[src/rtl/usb_rxep_pkg.sv]
package usb_rxep_pkg;

  localparam int unsigned BIT_ARM   = 0;
  localparam int unsigned BIT_IGN   = 2;
  localparam int unsigned BIT_FLUSH = 3;
  localparam int unsigned BIT_WL_LO = 5;

  typedef enum logic [1:0] {
    TOK_OUT   = 2'b00,
    TOK_SETUP = 2'b01,
    TOK_OTHER = 2'b10
  } tok_kind_e;

  typedef enum logic [1:0] {
    ST_IDLE   = 2'd0,
    ST_TAKE   = 2'd1,
    ST_DROPA  = 2'd2,
    ST_DROPS  = 2'd3
  } ep_state_e;

  function automatic int unsigned warn_room(input logic [1:0] code);
    case (code)
      2'b01:   return 4;
      2'b10:   return 8;
      2'b11:   return 16;
      default: return 0;
    endcase
  endfunction

endpackage

[src/rtl/usb_rxep_regs.sv]
module usb_rxep_regs
  import usb_rxep_pkg::*;
(
  input  logic       clk,
  input  logic       rst_n,
  input  logic       wr_en,
  input  logic [7:0] wr_data,
  input  logic       arm_clr,
  input  logic       flush_done,
  output logic       arm,
  output logic       ign_setup,
  output logic [1:0] wl_code,
  output logic       flush_pend,
  output logic [7:0] rd_data
);

  logic       arm_q, arm_d;
  logic       ign_q, ign_d;
  logic [1:0] wl_q, wl_d;
  logic       fl_q, fl_d;

  always_comb begin
    arm_d = arm_q;
    ign_d = ign_q;
    wl_d  = wl_q;
    fl_d  = fl_q;
    if (arm_clr)    arm_d = 1'b0;
    if (flush_done) fl_d  = 1'b0;
    if (wr_en) begin
      arm_d = wr_data[BIT_ARM];
      ign_d = wr_data[BIT_IGN];
      wl_d  = wr_data[BIT_WL_LO +: 2];
      if (wr_data[BIT_FLUSH]) fl_d = 1'b1;
    end
  end

  always_ff @(posedge clk or negedge rst_n) begin
    if (!rst_n) begin
      arm_q <= 1'b0;
      ign_q <= 1'b0;
      wl_q  <= 2'b00;
      fl_q  <= 1'b0;
    end else begin
      arm_q <= arm_d;
      ign_q <= ign_d;
      wl_q  <= wl_d;
      fl_q  <= fl_d;
    end
  end

  always_comb begin
    rd_data                   = 8'h00;
    rd_data[BIT_ARM]          = arm_q;
    rd_data[BIT_IGN]          = ign_q;
    rd_data[BIT_WL_LO +: 2]   = wl_q;
  end

  assign arm        = arm_q;
  assign ign_setup  = ign_q;
  assign wl_code    = wl_q;
  assign flush_pend = fl_q;

endmodule

[src/rtl/usb_rxep_fifo.sv]
module usb_rxep_fifo #(
  parameter int unsigned DEPTH = 64,
  parameter int unsigned DW    = 8,
  localparam int unsigned AW   = $clog2(DEPTH),
  localparam int unsigned LW   = $clog2(DEPTH + 1)
) (
  input  logic          clk,
  input  logic          rst_n,
  input  logic          flush,
  input  logic          wr_en,
  input  logic [DW-1:0] wr_data,
  input  logic          rd_en,
  output logic [DW-1:0] rd_data,
  output logic [LW-1:0] level,
  output logic          full
);

  logic [DW-1:0] mem [DEPTH];
  logic [AW-1:0] wp_q, wp_d, rp_q, rp_d;
  logic [LW-1:0] cnt_q, cnt_d;
  logic          wr_ok, rd_ok;

  function automatic logic [AW-1:0] bump(input logic [AW-1:0] p);
    return (p == AW'(DEPTH - 1)) ? '0 : p + AW'(1);
  endfunction

  assign full  = (cnt_q == LW'(DEPTH));
  assign wr_ok = wr_en && !full && !flush;
  assign rd_ok = rd_en && (cnt_q != '0) && !flush;

  always_comb begin
    wp_d  = wp_q;
    rp_d  = rp_q;
    cnt_d = cnt_q;
    if (flush) begin
      wp_d  = '0;
      rp_d  = '0;
      cnt_d = '0;
    end else begin
      if (wr_ok) wp_d = bump(wp_q);
      if (rd_ok) rp_d = bump(rp_q);
      cnt_d = cnt_q + LW'(wr_ok) - LW'(rd_ok);
    end
  end

  always_ff @(posedge clk or negedge rst_n) begin
    if (!rst_n) begin
      wp_q  <= '0;
      rp_q  <= '0;
      cnt_q <= '0;
    end else begin
      wp_q  <= wp_d;
      rp_q  <= rp_d;
      cnt_q <= cnt_d;
    end
  end

  always_ff @(posedge clk) begin
    if (wr_ok) mem[wp_q] <= wr_data;
  end

  assign rd_data = mem[rp_q];
  assign level   = cnt_q;

endmodule

[src/rtl/usb_rxep_seq.sv]
module usb_rxep_seq
  import usb_rxep_pkg::*;
(
  input  logic       clk,
  input  logic       rst_n,
  input  logic       tok_valid,
  input  logic [1:0] tok_kind,
  input  logic       stall_in,
  input  logic       byte_valid,
  input  logic       pkt_end,
  input  logic       pkt_ok,
  input  logic       arm,
  input  logic       ign_setup,
  input  logic       fifo_full,
  input  logic       flush_pend,
  output logic       fifo_wr,
  output logic       arm_clr,
  output logic       flush_go,
  output logic       idle,
  output logic       ack
);

  ep_state_e st_q, st_d;
  logic      seen_q, seen_d;
  logic      setup_q, setup_d;
  logic      ovr_q, ovr_d;
  logic      ack_q, ack_d;

  always_comb begin
    st_d    = st_q;
    seen_d  = seen_q;
    setup_d = setup_q;
    ovr_d   = ovr_q;
    ack_d   = 1'b0;
    fifo_wr = 1'b0;
    arm_clr = 1'b0;
    unique case (st_q)
      ST_IDLE: begin
        if (tok_valid) begin
          case (tok_kind)
            TOK_SETUP: begin
              if (ign_setup) begin
                st_d = ST_DROPS;
              end else if (seen_q) begin
                st_d = ST_DROPA;
              end else begin
                st_d    = ST_TAKE;
                setup_d = 1'b1;
                ovr_d   = 1'b0;
              end
            end
            TOK_OUT: begin
              seen_d = 1'b0;
              if (stall_in) begin
                arm_clr = 1'b1;
                st_d    = ST_DROPS;
              end else if (arm) begin
                st_d    = ST_TAKE;
                setup_d = 1'b0;
                ovr_d   = 1'b0;
              end else begin
                st_d = ST_DROPS;
              end
            end
            default: seen_d = 1'b0;
          endcase
        end
      end
      ST_TAKE: begin
        if (byte_valid) begin
          if (fifo_full) ovr_d   = 1'b1;
          else           fifo_wr = 1'b1;
        end
        if (pkt_end) begin
          st_d    = ST_IDLE;
          arm_clr = 1'b1;
          ack_d   = pkt_ok && !ovr_d;
          if (setup_q && ack_d) seen_d = 1'b1;
        end
      end
      ST_DROPA: begin
        if (pkt_end) begin
          st_d  = ST_IDLE;
          ack_d = pkt_ok;
        end
      end
      ST_DROPS: begin
        if (pkt_end) st_d = ST_IDLE;
      end
      default: st_d = ST_IDLE;
    endcase
  end

  always_ff @(posedge clk or negedge rst_n) begin
    if (!rst_n) begin
      st_q    <= ST_IDLE;
      seen_q  <= 1'b0;
      setup_q <= 1'b0;
      ovr_q   <= 1'b0;
      ack_q   <= 1'b0;
    end else begin
      st_q    <= st_d;
      seen_q  <= seen_d;
      setup_q <= setup_d;
      ovr_q   <= ovr_d;
      ack_q   <= ack_d;
    end
  end

  assign idle     = (st_q == ST_IDLE);
  assign flush_go = flush_pend && idle;
  assign ack      = ack_q;

endmodule

[src/rtl/usb_rxep_warn.sv]
module usb_rxep_warn
  import usb_rxep_pkg::*;
#(
  parameter int unsigned DEPTH = 64,
  localparam int unsigned LW   = $clog2(DEPTH + 1)
) (
  input  logic          clk,
  input  logic          rst_n,
  input  logic [1:0]    wl_code,
  input  logic [LW-1:0] level,
  output logic          pulse
);

  logic [LW:0] room;
  logic [LW:0] limit;
  logic        cond, cond_q;

  always_comb begin
    room  = (LW + 1)'(DEPTH) - {1'b0, level};
    limit = (LW + 1)'(warn_room(wl_code));
    cond  = (wl_code != 2'b00) && (room <= limit);
  end

  always_ff @(posedge clk or negedge rst_n) begin
    if (!rst_n) cond_q <= 1'b0;
    else        cond_q <= cond;
  end

  assign pulse = cond && !cond_q;

endmodule

[src/rtl/usb_rx_ep_ctrl.sv]
module usb_rx_ep_ctrl
  import usb_rxep_pkg::*;
#(
  parameter int unsigned DEPTH = 64,
  localparam int unsigned LW   = $clog2(DEPTH + 1)
) (
  input  logic          clk,
  input  logic          rst_n,
  input  logic          reg_wr_en,
  input  logic [7:0]    reg_wr_data,
  output logic [7:0]    reg_rd_data,
  input  logic          tok_valid,
  input  logic [1:0]    tok_kind,
  input  logic          stall_in,
  input  logic          rx_byte_valid,
  input  logic [7:0]    rx_byte,
  input  logic          rx_pkt_end,
  input  logic          rx_pkt_ok,
  input  logic          fifo_rd_en,
  output logic [7:0]    fifo_rd_data,
  output logic [LW-1:0] fifo_level,
  output logic          hs_ack,
  output logic          warn_pulse
);

  logic [1:0] rs_q;
  logic       srst_n;
  logic       arm, ign_setup, flush_pend, arm_clr;
  logic [1:0] wl_code;
  logic       fifo_wr, fifo_full, flush_go, ep_idle;

  always_ff @(posedge clk or negedge rst_n) begin
    if (!rst_n) rs_q <= 2'b00;
    else        rs_q <= {rs_q[0], 1'b1};
  end
  assign srst_n = rs_q[1];

  usb_rxep_regs u_regs (
    .clk        (clk),
    .rst_n      (srst_n),
    .wr_en      (reg_wr_en),
    .wr_data    (reg_wr_data),
    .arm_clr    (arm_clr),
    .flush_done (flush_go),
    .arm        (arm),
    .ign_setup  (ign_setup),
    .wl_code    (wl_code),
    .flush_pend (flush_pend),
    .rd_data    (reg_rd_data)
  );

  usb_rxep_seq u_seq (
    .clk        (clk),
    .rst_n      (srst_n),
    .tok_valid  (tok_valid),
    .tok_kind   (tok_kind),
    .stall_in   (stall_in),
    .byte_valid (rx_byte_valid),
    .pkt_end    (rx_pkt_end),
    .pkt_ok     (rx_pkt_ok),
    .arm        (arm),
    .ign_setup  (ign_setup),
    .fifo_full  (fifo_full),
    .flush_pend (flush_pend),
    .fifo_wr    (fifo_wr),
    .arm_clr    (arm_clr),
    .flush_go   (flush_go),
    .idle       (ep_idle),
    .ack        (hs_ack)
  );

  usb_rxep_fifo #(.DEPTH(DEPTH), .DW(8)) u_fifo (
    .clk     (clk),
    .rst_n   (srst_n),
    .flush   (flush_go),
    .wr_en   (fifo_wr),
    .wr_data (rx_byte),
    .rd_en   (fifo_rd_en),
    .rd_data (fifo_rd_data),
    .level   (fifo_level),
    .full    (fifo_full)
  );

  usb_rxep_warn #(.DEPTH(DEPTH)) u_warn (
    .clk     (clk),
    .rst_n   (srst_n),
    .wl_code (wl_code),
    .level   (fifo_level),
    .pulse   (warn_pulse)
  );

endmodule

[config.mk]
export PLATFORM = sky130hd
export DESIGN_NAME = usb_rx_ep_ctrl
export DESIGN_NICKNAME = d
export VERILOG_FILES = /design/src/rtl/usb_rxep_pkg.sv /design/src/rtl/usb_rxep_regs.sv /design/src/rtl/usb_rxep_fifo.sv /design/src/rtl/usb_rxep_seq.sv /design/src/rtl/usb_rxep_warn.sv /design/src/rtl/usb_rx_ep_ctrl.sv
export SDC_FILE = /design/constraint.sdc
export NUM_CORES = 1
export LEC_CHECK = 0
export BUFFER_PORTS_ARGS = -buffer_cell sky130_fd_sc_hd__buf_2
export CORE_UTILIZATION = 45
export DETAILED_ROUTE_END_ITERATION = 10
export GPL_TIMING_DRIVEN = 1
export PLACE_DENSITY = 0.68
export SLEW_MARGIN = 15
export SYNTH_ARGS = -nofsm -noshare
export SYNTH_HDL_FRONTEND = slang
export SYNTH_SLANG_ARGS = --single-unit
[constraint.sdc]
create_clock -name clk -period 3.28 [get_ports clk]
set_input_delay 0.492 -clock clk [delete_from_list [all_inputs] [get_ports clk]]
set_output_delay 0.492 -clock clk [all_outputs]
set_load 0.01 [all_outputs]
==> results of run 1 <==
report_power, final:
| part | switching (mW) | internal, mW | total, mW |
|---|---|---|---|
| Sequential | 0.209 | 7.78 | 7.99 |
| Clock | 2.57 | 3.13 | 5.69 |
| Combinational | 3.29 | 3.36 | 6.65 |
| Total | 6.07 | 14.3 | 20.3 |
layout by cell type, fill, tap and decap left out, types with 7 or more instances in the layout:
cell type | Yosys | routed
a21oi_1 | 17 | 15
a22oi_1 | 23 | 12
a22oi_2 | 0 | 11
buf_12 | 1 | 14
buf_16 | 0 | 10
buf_2 | 16 | 39
buf_4 | 13 | 117
buf_6 | 8 | 9
clkbuf_1 | 14 | 18
clkbuf_16 | 0 | 54
clkinv_1 | 1 | 15
dfrtp_1 | 33 | 29
edfxtp_1 | 512 | 512
ha_1 | 21 | 20
inv_1 | 19 | 15
mux2i_1 | 31 | 24
mux4_2 | 124 | 125
nand2_1 | 35 | 35
nand2b_1 | 9 | 9
nand3_1 | 13 | 13
nor2_1 | 115 | 99
nor2_2 | 0 | 9
nor2_4 | 0 | 7
nor2b_1 | 15 | 13
o21ai_0 | 19 | 14
worst max path at each step:
stage	endpoint	depth (start not counted)	startpoint
finish	fifo_rd_data[0]	8	u_fifo.rp_q[0]$_DFFE_PN0P_
global route	fifo_rd_data[7]	9	u_fifo.rp_q[0]$_DFFE_PN0P_
CTS	fifo_rd_data[5]	8	u_fifo.rp_q[0]$_DFFE_PN0P_
detailed placement	fifo_rd_data[7]	7	u_fifo.rp_q[2]$_DFFE_PN0P_
global placement	fifo_rd_data[7]	7	u_fifo.rp_q[2]$_DFFE_PN0P_
floorplan	u_fifo.level[6]$_DFF_PN0_	16	u_fifo.level[4]$_DFF_PN0_
timing repair:
item,4_1_cts,5_1_grt
endpoints found under the setup margin,9,10
gates resized for setup,94,32
endpoints found under the hold margin,2,0
hold buffers,1,0
pin swaps,21,12
cloned,7,0
buffers inserted,28,5
metal layers:
layer / vias up / routed length [µm] / part of all wire (%)
met4: 0 / 1310 / 2.6
met1: 6029 / 20800 / 42
met5: - / 0 / 0
li1: 5014 / - / -
met3: 86 / 3450 / 7.0
met2: 442 / 24000 / 48
metrics by stage:
stage | util, % | setup slack, ns | hold WS (ns) | total power [mW] | TNS [ns]
5_1_grt | 54.8 | -0.280 | 0.0985 | 21.1 | -2.10
6_report | 54.8 | -0.256 | 0.0992 | 20.3 | -1.63
4_1_cts | 54.4 | -0.249 | 0.0735 | 20.2 | -1.68
3_3_place_gp | 49.1 | 0.105 | 0.177 | 13.3 | 0
3_5_place_dp | 49.1 | 0.0318 | 0.172 | 13.3 | 0
2_1_floorplan | - | 0.132 | 0.196 | 11.7 | 0
worst max-delay path, delay by kind of cell, from the launching register on:
| kind | cells | cell delay, ns |
|---|---|---|
| AO/OA/AOI/OAI | 2 | 0.47 |
| multiplexers | 1 | 0.48 |
| AND/OR/NAND/NOR | 2 | 0.59 |
| buffers and inverters | 3 | 0.45 |
| flip-flops | 1 | 0.45 |
cell type report:
| class | instances | area, µm² |
|---|---|---|
| fill | 3640 | 21700 |
| sequential | 545 | 16200 |
| multi-input combinational | 525 | 5780 |
| timing repair buffer | 193 | 1820 |
| clock buffer | 72 | 1420 |
| tap | 615 | 769 |
| clock inverter | 25 | 185 |
| inverter | 20 | 77.6 |
cell families after synthesis:
logic type      count (synthesis)  share of synthesized area, %
compound gates                111                          3.49
flops                         545                          73.8
buf+inv                        80                          2.05
fa+ha+maj                      22                          1.29
mux                           160                          14.5
other cells                     2                        0.0342
xor+xnor                       11                         0.439
simple gates                  216                          4.42
flip-flops by register name, indices dropped and copies added (netlist names):
name	flops
u_warn.cond_q	1
u_regs.flush_pend	1
u_seq.seen_q	1
rs_q	2
u_fifo.rp_q	6
u_seq.ack	1
u_seq.ovr_q	1
u_fifo.level	7
u_regs.ign_setup	1
u_seq.setup_q	1
u_fifo.wp_q	6
u_regs.arm	1
u_seq.st_q	2
u_fifo.mem	512
u_regs.wl_code	2
==> flow_metrics.env, run 1 <==
export IMPL_status="complete, but fails checks"
export IMPL_violations="negative setup slack"
export IMPL_clock_sinks=545
export IMPL_start_util_pct=45.8
export IMPL_drt_iter0_drc=1256
export IMPL_setup_viol=8
export IMPL_arrival_ns=3.04
export IMPL_io_pin_count=52
export IMPL_antenna_found_initial=0
export IMPL_stdcell_count=1995
export IMPL_grt_use_total_pct=20.2
export IMPL_r2r_end="u_fifo.level[6]$_DFF_PN0_"
export IMPL_grt_use_met2_pct=32.6
export IMPL_critPathKind="reg2out"
export IMPL_period_needed_ns=3.54
export IMPL_path_cells="buf_12, buf_4, mux4_2, a22o_1, a221oi_4, nor3_1, or4_4, buf_6"
export IMPL_routabilityCongestion=0.853
export IMPL_gr_usage_met1_pct=28.2
export IMPL_leakage_nw=8.67
export IMPL_cp_end_kind="output pin"
export IMPL_netlist_instances=1147
export IMPL_grt_pass1_vias=11674
export IMPL_hold_violations=0
export IMPL_p_per_area_nw_per_um2=774
export IMPL_cpMaxStageDelayCell="or4_4"
export IMPL_die_y_um=223
export IMPL_start_kind="flop"
export IMPL_vias=11571
export IMPL_min_from="reg_wr_data[0]"
export IMPL_hpwl_mm=30.1
export IMPL_synth_top_area_share_pct=70.1
export IMPL_final_design_area_no_fill_um2=26300
export IMPL_port_buffers=44
export IMPL_dpl_cell_area_um2=23600
export IMPL_slowest_delay_ns=0.50
export IMPL_irDropWorstVdd_mv=0.561
export IMPL_ys_types=57
export IMPL_wire_per_inst_um=24.8
export IMPL_routed_via_density=5.80
export IMPL_clk_latency_ns=0.61
export IMPL_synthesis_area_um2=21900
export IMPL_core_area_um2=47900
export IMPL_grt_max_degree=65
export IMPL_grt_pass1_wl_mm=73.6
export IMPL_die_area_um2=49700
export IMPL_synth_seq_cells=545
export IMPL_drc=0
export IMPL_hp_class="in2reg"
export IMPL_slew_viol_final=0
export IMPL_yosys_warnings=0
export IMPL_grt_setup_unrepaired="true"
export IMPL_grt_busiest_layer="met2"
export IMPL_syn_area_per_cell_um2=19.1
export IMPL_fin_skew_ns=0.0219
export IMPL_r2r_slack_ns=0.24
export IMPL_clkTransAtPathRegs_ns=0.06
export IMPL_reg2reg_depth=15
export IMPL_met3_usage_pct=3.58
export IMPL_synth_common_cells="512 x edfxtp_1, 124 x mux4_2, 115 x nor2_1, 35 x nand2_1, 33 x dfrtp_1"
export IMPL_die_w_um=223
export IMPL_worst_slack_ns=-0.256
export IMPL_syn_to_final_growth_pct=19.7
export IMPL_holdPathEnd="u_regs.arm$_DFFE_PN0P_"
export IMPL_cts_root_buf="clkbuf_16"
export IMPL_synth_top_area_cell="edfxtp_1"
export IMPL_final_layout_size_suffix_gt1_share_pct=33.8
export IMPL_synth_edf_count=512
export IMPL_post_route_period_util_pct=108
export IMPL_rr_startpoint="u_fifo.level[3]$_DFF_PN0_"
export IMPL_drt_wl_total_mm=49.5
export IMPL_firstDrtPassIters=5
export IMPL_nets=1388
export IMPL_cts_tree="yes"
export IMPL_ctsHtreeMaxLevel=2
export IMPL_overflow=0
export IMPL_crit_fanout=6
export IMPL_ys_flop_type="edfxtp_1"
export IMPL_synthTopCellsByArea="edfxtp_1 70%, mux4_2 13%, dfrtp_1 3.8%, nor2_1 2.0%, mux2i_1 1.4%"
export IMPL_num_rows=80
export IMPL_slew_headroom_pct=23.9
export IMPL_seq_area_frac_synth_pct=73.8
export IMPL_hold_depth=3
export IMPL_cts_buffer_depth=3
export IMPL_max_freq_ghz=0.283
export IMPL_synth_async_reset_ratio_pct=6.06
export IMPL_n_antenna_cell=0
export IMPL_tightestPinTransition_ns=1.14
export IMPL_final_antenna_net_count=0
export IMPL_cts_made_buffers=54
export IMPL_drv_cap=0
export IMPL_synth_most_common_cell="edfxtp_1"
export IMPL_dp_cells=1862
export IMPL_worst_ep_required_time_ns=2.79
Note: power is estimated with default switching activity, not from simulation.
==> run 2, diff against run 1 <==
- GPL_TIMING_DRIVEN: 1 -> 0
- PLACE_DENSITY: 0.68 -> 0.61
==> run 2 against run 1 <==
Net effect: the run still ends with negative setup slack left; largest power group unchanged; largest cell class unchanged; via count about the same; first-iteration DRC count up 2.1%; count of clock-buffer cells in the layout is 3 lower; clock power is 6.2% higher; critical endpoint unchanged; total power rose by 2.9%; final cell count decreased by 2.8%; die area unchanged; critical path depth unchanged; worst setup slack worse by 0.044 ns; non-clock buffer count is 62 lower; flip-flop and latch count is the same; final area decreased by 1.1%.
==> flow_metrics.env, run 2 (same netlist as run 1, synthesis figures left out) <==
export IMPL_status="complete, but fails checks"
export IMPL_violations="negative setup slack"
export IMPL_fillers=3730
export IMPL_p_per_area_nw_per_um2=806
export IMPL_drt_iter0_drc=1282
export IMPL_hold_violations=0
export IMPL_grt_pass1_vias=11691
export IMPL_max_freq_ghz=0.279
export IMPL_leakage_nw=8.30
export IMPL_critPathKind="reg2out"
export IMPL_clock_sinks=545
export IMPL_cts_made_buffers=55
export IMPL_cp_end_kind="output pin"
export IMPL_io_pin_count=52
export IMPL_crit_fanout=7
export IMPL_num_rows=80
export IMPL_routabilityCongestion=0.909
export IMPL_syn_to_final_growth_pct=18.3
export IMPL_setup_tns_ns=-1.98
export IMPL_die_area_um2=49700
export IMPL_holdPathEnd="u_regs.arm$_DFFE_PN0P_"
export IMPL_vias=11573
export IMPL_r2r_end="u_fifo.level[6]$_DFF_PN0_"
export IMPL_cp_common_cell="buf_12"
export IMPL_hpwl_mm=34.0
export IMPL_grt_pass1_wl_mm=79.3
export IMPL_tightestPinTransition_ns=1.28
export IMPL_core_area_um2=47900
export IMPL_reg2reg_depth=15
export IMPL_final_common_cell="edfxtp_1"
export IMPL_cpMaxStageDelayCell="or4_4"
export IMPL_slew_headroom_pct=14.9
export IMPL_r2r_slack_ns=0.16
export IMPL_clk_latency_ns=0.61
export IMPL_worst_ep_required_time_ns=2.79
export IMPL_setup_viol=8
export IMPL_hp_class="in2reg"
export IMPL_clkTransAtPathRegs_ns=0.06
export IMPL_period_needed_ns=3.58
export IMPL_start_kind="flop"
export IMPL_irDropWorstVdd_mv=0.454
export IMPL_fin_skew_ns=0.0190
export IMPL_slew_viol_final=0
export IMPL_min_from="reg_wr_data[0]"
export IMPL_final_cell_mix="512 x edfxtp_1, 124 x mux4_2, 57 x clkbuf_16, 50 x nor2_1, 41 x buf_4"
export IMPL_final_antenna_net_count=0
export IMPL_path_cells="buf_12, buf_16, buf_12, mux4_2, a22oi_2, a21oi_2, or4_4, buf_6"
export IMPL_die_y_um=223
export IMPL_post_route_period_util_pct=109
export IMPL_ctsHtreeMaxLevel=2
export IMPL_die_w_um=223
export IMPL_cts_root_buf="clkbuf_16"
export IMPL_grt_use_total_pct=22.3
export IMPL_start_util_pct=45.8
export IMPL_overflow=0
export IMPL_arrival_ns=3.09
export IMPL_regMostFlops="u_fifo.mem"
export IMPL_antenna_found_initial=1
export IMPL_routed_via_density=5.97
export IMPL_wire_per_inst_um=28.2
export IMPL_holdWs_ns=0.114
export IMPL_final_layout_size_suffix_gt1_share_pct=35.1
export IMPL_cts_buffer_depth=3
export IMPL_n_antenna_cell=0
export IMPL_worst_slack_ns=-0.300
export IMPL_grt_setup_unrepaired="true"
export IMPL_rr_startpoint="u_fifo.level[2]$_DFF_PN0_"
export IMPL_hold_depth=3
export IMPL_nets=1327
export IMPL_port_buffers=44
export IMPL_grt_max_degree=65
export IMPL_firstDrtPassIters=6
export IMPL_drc=0
export IMPL_cts_tree="yes"
export IMPL_drv_cap=0
export IMPL_slowest_delay_ns=0.58
export IMPL_largest_register_ffs=512
export IMPL_drt_wl_total_mm=54.6
run 2: cell count changes in the layout (fill, tap and decap cells not counted), sizes merged:
cell / before / now
bufbuf: 2 / 0
bufinv: 1 / 4
clkinv: 21 / 26
inv: 22 / 23
clkbuf: 72 / 83
buf: 190 / 116
run 2: final cells by class:
class                   instances  area [µm²]  area share, %
flip-flops and latches        545       16200           62.4
multi-input cells             525        6020           23.2
clock buffers                  69        1440           5.54
well taps                     615         769           2.96
plain buffers                  57         618           2.38
repair buffers                 74         562           2.16
clock inverters                34         273           1.05
inverters                      20        75.1          0.289
run 2: through the flow:
| stage | util, % | setup WS, ns | total power, mW | std cells | instance area (µm²) |
|---|---|---|---|---|---|
| after detailed placement | 47.9 | -0.743 | 13.7 | 1809 | 23000 |
| final | 54.1 | -0.300 | 20.9 | 1939 | 26000 |
| after global routing | 54.1 | -0.328 | 21.6 | 1939 | 26000 |
| after CTS | 53.6 | -0.248 | 20.8 | 1935 | 25700 |
| after global placement | 47.9 | -0.757 | 13.6 | 1809 | 23000 |
| after floorplan | - | 0.132 | 11.7 | 1150 | 22000 |
run 2: layer usage:
metal  up-vias  part of all wire [%]  GRT usage, %
met5         -                 0.024             0
met4         2                   3.0          7.30
met3       106                   7.6          4.07
met2       536                    48          35.2
met1      6034                    42          31.6
li1       4895                     -             -
run 2: power by group:
part / switching (mW) / internal, mW / total, mW / leakage, nW
Sequential: 0.159 / 7.78 / 7.94 / 5.02
Clock: 2.62 / 3.42 / 6.04 / 0.838
Combinational: 3.79 / 3.15 / 6.94 / 2.44
Total: 6.57 / 14.4 / 20.9 / 8.30
run 2: repair_timing:
| action | 4_1_cts | 5_1_grt |
|---|---|---|
| hold buffers | 1 | 0 |
| pin swaps | 18 | 18 |
| resized for setup | 204 | 72 |
| endpoints found under the hold margin | 2 | 0 |
| buffers inserted | 22 | 6 |
| endpoints found under the setup margin | 524 | 431 |
| cloned | 1 | 1 |
run 2: how the worst max path moves through the flow:
stage                               start                        end  slack (ns)  cells past startpoint
2_1_floorplan   u_fifo.level[4]$_DFF_PN0_  u_fifo.level[6]$_DFF_PN0_        0.13                     16
3_3_place_gp   u_fifo.rp_q[2]$_DFFE_PN0P_            fifo_rd_data[7]       -0.76                      8
3_5_place_dp   u_fifo.rp_q[1]$_DFFE_PN0P_            fifo_rd_data[2]       -0.74                      9
4_1_cts        u_fifo.rp_q[0]$_DFFE_PN0P_            fifo_rd_data[0]       -0.25                      8
5_1_grt        u_fifo.rp_q[0]$_DFFE_PN0P_            fifo_rd_data[0]       -0.33                      8
6_report       u_fifo.rp_q[0]$_DFFE_PN0P_            fifo_rd_data[0]       -0.30                      8
run 2: critical path: cells and delay by family (launching register included):
kind | cells | cell delay (ns)
AO/OA/AOI/OAI | 2 | 0.25
flip-flops | 1 | 0.44
AND/OR/NAND/NOR | 1 | 0.58
buffers and inverters | 4 | 0.63
multiplexers | 1 | 0.57
==> run 3, diff against run 2 <==
- SYNTH_HIERARCHICAL: not set -> 1
==> run 3 against run 2 <==
Net effect: the flow still finishes with violations (negative setup slack); register-to-register slack lost 0.22 ns; critical path depth is 1 lower; via count grew 0.41%; die area fell by 0.26%; total power fell by 1.9%; global-route usage fell by 0.53 points; utilization is 1.1 points higher; worst setup slack improved by 0.074 ns; count of clock-buffer cells in the layout increased by 1; critical endpoint is now fifo_rd_data[4]; highest routed layer unchanged.
==> flow_metrics.env, run 3 <==
export IMPL_synthesis_area_um2=21900
export IMPL_setup_viol=112
export IMPL_cpMaxStageDelayCell="a211oi_1"
export IMPL_power_total_mw=20.5
export IMPL_wire_per_inst_um=27.8
export IMPL_die_y_um=223
export IMPL_synth_common_cells="512 x edfxtp_1, 128 x mux4_2, 88 x nor2_1, 33 x dfrtp_1, 27 x a21oi_1"
export IMPL_gr_usage_met1_pct=31.4
export IMPL_synthAdderAreaFrac_pct=1.06
export IMPL_synth_compound_area_share_pct=3.95
export IMPL_start_util_pct=45.8
export IMPL_p_comb_share_pct=31.1
export IMPL_post_route_period_util_pct=107
export IMPL_syn_to_final_growth_pct=20.7
export IMPL_worst_ep_required_time_ns=2.79
export IMPL_grt_setup_unrepaired="true"
export IMPL_cp_common_cell="buf_2"
export IMPL_ys_types=59
export IMPL_critPathTopFamily="buffers and inverters"
export IMPL_syn_area_per_cell_um2=19.5
export IMPL_synth_seq_cells=545
export IMPL_dpl_cell_area_um2=22900
export IMPL_routabilityCongestion=0.907
export IMPL_synth_edf_count=512
export IMPL_cts_buffer_depth=3
export IMPL_firstDrtPassIters=7
export IMPL_cts_made_buffers=55
export IMPL_critPathKind="reg2out"
export IMPL_dp_slack_ns=-0.816
export IMPL_num_rows=80
export IMPL_crit_fanout=10
export IMPL_final_antenna_net_count=0
export IMPL_final_layout_size_suffix_gt1_share_pct=39.7
export IMPL_hold_violations=0
export IMPL_netlist_instances=1123
export IMPL_grt_max_degree=65
export IMPL_slew_headroom_pct=22.8
export IMPL_dp_cells=1786
export IMPL_core_area_um2=47800
export IMPL_cts_root_buf="clkbuf_16"
export IMPL_grt_use_met2_pct=34.2
export IMPL_clkTransAtPathRegs_ns=0.06
export IMPL_synth_simple_gate_area_share_pct=3.94
export IMPL_holdWs_ns=0.126
export IMPL_status="complete, but fails checks"
export IMPL_routed_via_density=6.00
export IMPL_muxShareOfSynthArea_pct=14.6
export IMPL_final_design_area_no_fill_um2=26400
export IMPL_io_pin_count=52
export IMPL_slew_viol_final=0
export IMPL_cts_tree="yes"
export IMPL_path_cells="buf_2, buf_4, buf_2, mux2i_1, a211oi_1, a22o_1, buf_2"
export IMPL_stdcell_count=1937
export IMPL_synth_top_area_cell="edfxtp_1"
export IMPL_overflow=0
export IMPL_synth_async_reset_ratio_pct=6.06
export IMPL_seq_area_frac_synth_pct=74.0
export IMPL_arrival_ns=3.01
export IMPL_clk_latency_ns=0.62
export IMPL_switching_power_mw=6.03
export IMPL_p_int_mw=14.5
export IMPL_drv_cap=0
export IMPL_final_common_cell="edfxtp_1"
export IMPL_grt_pass1_vias=11399
export IMPL_pwr_share_clk_pct=30.4
export IMPL_antenna_found_initial=2
export IMPL_seqPwrFrac_pct=38.5
export IMPL_drc=0
export IMPL_yosys_warnings=6
export IMPL_largest_register_ffs=512
export IMPL_ys_flop_type="edfxtp_1"
export IMPL_die_area_um2=49500
export IMPL_die_w_um=223
export IMPL_synthTopCellsByArea="edfxtp_1 70%, mux4_2 13%, dfrtp_1 3.8%, nor2_1 1.5%, mux2i_1 1.2%"
export IMPL_crit_buf_inv=4
export IMPL_period_needed_ns=3.51
export IMPL_port_buffers=44
export IMPL_clock_sinks=545
export IMPL_worst_slack_ns=-0.226
export IMPL_cp_end_kind="output pin"
export IMPL_tightestPinTransition_ns=1.16
export IMPL_ctsHtreeMaxLevel=2
export IMPL_synth_top_area_share_pct=70.2
export IMPL_nets=1323
export IMPL_vias=11621
export IMPL_p_sw_share_pct=29.4
export IMPL_synth_most_common_cell="edfxtp_1"
export IMPL_fin_skew_ns=0.0234
export IMPL_violations="negative setup slack"
export IMPL_final_cell_mix="512 x edfxtp_1, 128 x mux4_2, 59 x clkbuf_16, 58 x buf_4, 42 x buf_2"
export IMPL_slowest_delay_ns=0.40
export IMPL_drt_wl_total_mm=53.9
export IMPL_hpwl_mm=32.3
export IMPL_final_util_pct=55.2
export IMPL_irDropWorstVdd_mv=0.510
export IMPL_setup_tns_ns=-4.92
export IMPL_grt_pass1_wl_mm=77.4
export IMPL_synth_top_family_by_area="multiplexers"
export IMPL_regMostFlops="u_fifo/mem"
export IMPL_start_kind="flop"
export IMPL_grt_busiest_layer="met2"
export IMPL_grt_use_total_pct=21.8
export IMPL_p_per_area_nw_per_um2=777
export IMPL_max_freq_ghz=0.285
export IMPL_met3_usage_pct=2.83
export IMPL_synth_xor_area_share_pct=0.360
export IMPL_leakage_nw=8.31
export IMPL_drt_iter0_drc=1222
export IMPL_hp_class="in2reg"
[run 3: final timing paths]
check / slack (ns) / cells after the start / startpoint / end
worst max-delay path: -0.23 / 7 / u_fifo/rp_q[2]$_DFFE_PN0P_ / fifo_rd_data[4]
worst min-delay path: 0.13 / 2 / reg_wr_data[2] / u_regs/ign_setup$_DFFE_PN0P_
worst max register to register: -0.06 / 12 / u_fifo/level[2]$_DFF_PN0_ / u_fifo/mem[56][3]$_DFFE_PP_
worst min register to register: 0.34 / 0 / rs_q[1]$_DFF_PN0_ / u_seq/ack$_DFF_PN0_
max in group asynchronous: 2.38 / 0 / rs_q[1]$_DFF_PN0_ / u_fifo/rp_q[1]$_DFFE_PN0P_
min in group asynchronous: 0.20 / 2 / rst_n / rs_q[1]$_DFF_PN0_
[run 3: logic make-up (layout without fill, tap and decap cells)]
| group | count (synthesis) | count (layout) |
|---|---|---|
| AND/OR/NAND/NOR | 177 | 177 |
| other | 2 | 6 |
| buffers and inverters | 87 | 282 |
| flip-flops | 545 | 545 |
| adder cells (fa/ha/maj) | 18 | 18 |
| XOR/XNOR | 9 | 9 |
| AO/OA/AOI/OAI | 126 | 126 |
| multiplexers | 159 | 159 |
[run 3: routing by layer]
metal / share of wire (%) / wire length (µm)
met4: 3.0 / 1610
met1: 42 / 22500
met5: 0.022 / 12
met2: 48 / 26000
met3: 7.0 / 3780
[run 3: repair_timing]
item                                    4_1_cts  5_1_grt
gates resized for setup                     231       63
pin swaps                                    30       27
hold endpoints to repair                      2        0
endpoints found under the setup margin      516      275
hold buffers                                  1        0
setup buffers                                24       20
cloned                                        2        4
[run 3: power groups by stage]
stage	clock (mW)	sequential, mW	combinational, mW
6_report	6.24	7.90	6.39
4_1_cts	6.36	7.91	5.84
5_1_grt	6.59	7.92	6.72
3_3_place_gp	0	8.08	4.73
2_1_floorplan	0	8.05	3.23
3_5_place_dp	0	8.08	4.78
[run 3: layout make-up]
| class | count | area, µm² |
|---|---|---|
| buffer | 63 | 536 |
| inverter | 23 | 88.8 |
| clock inverter | 30 | 347 |
| timing repair buffer | 96 | 835 |
| multi-input combinational | 494 | 6200 |
| tap | 615 | 769 |
| sequential | 545 | 16200 |
| clock buffer | 70 | 1430 |
| antenna | 1 | 2.50 |
| fill | 3608 | 21400 |
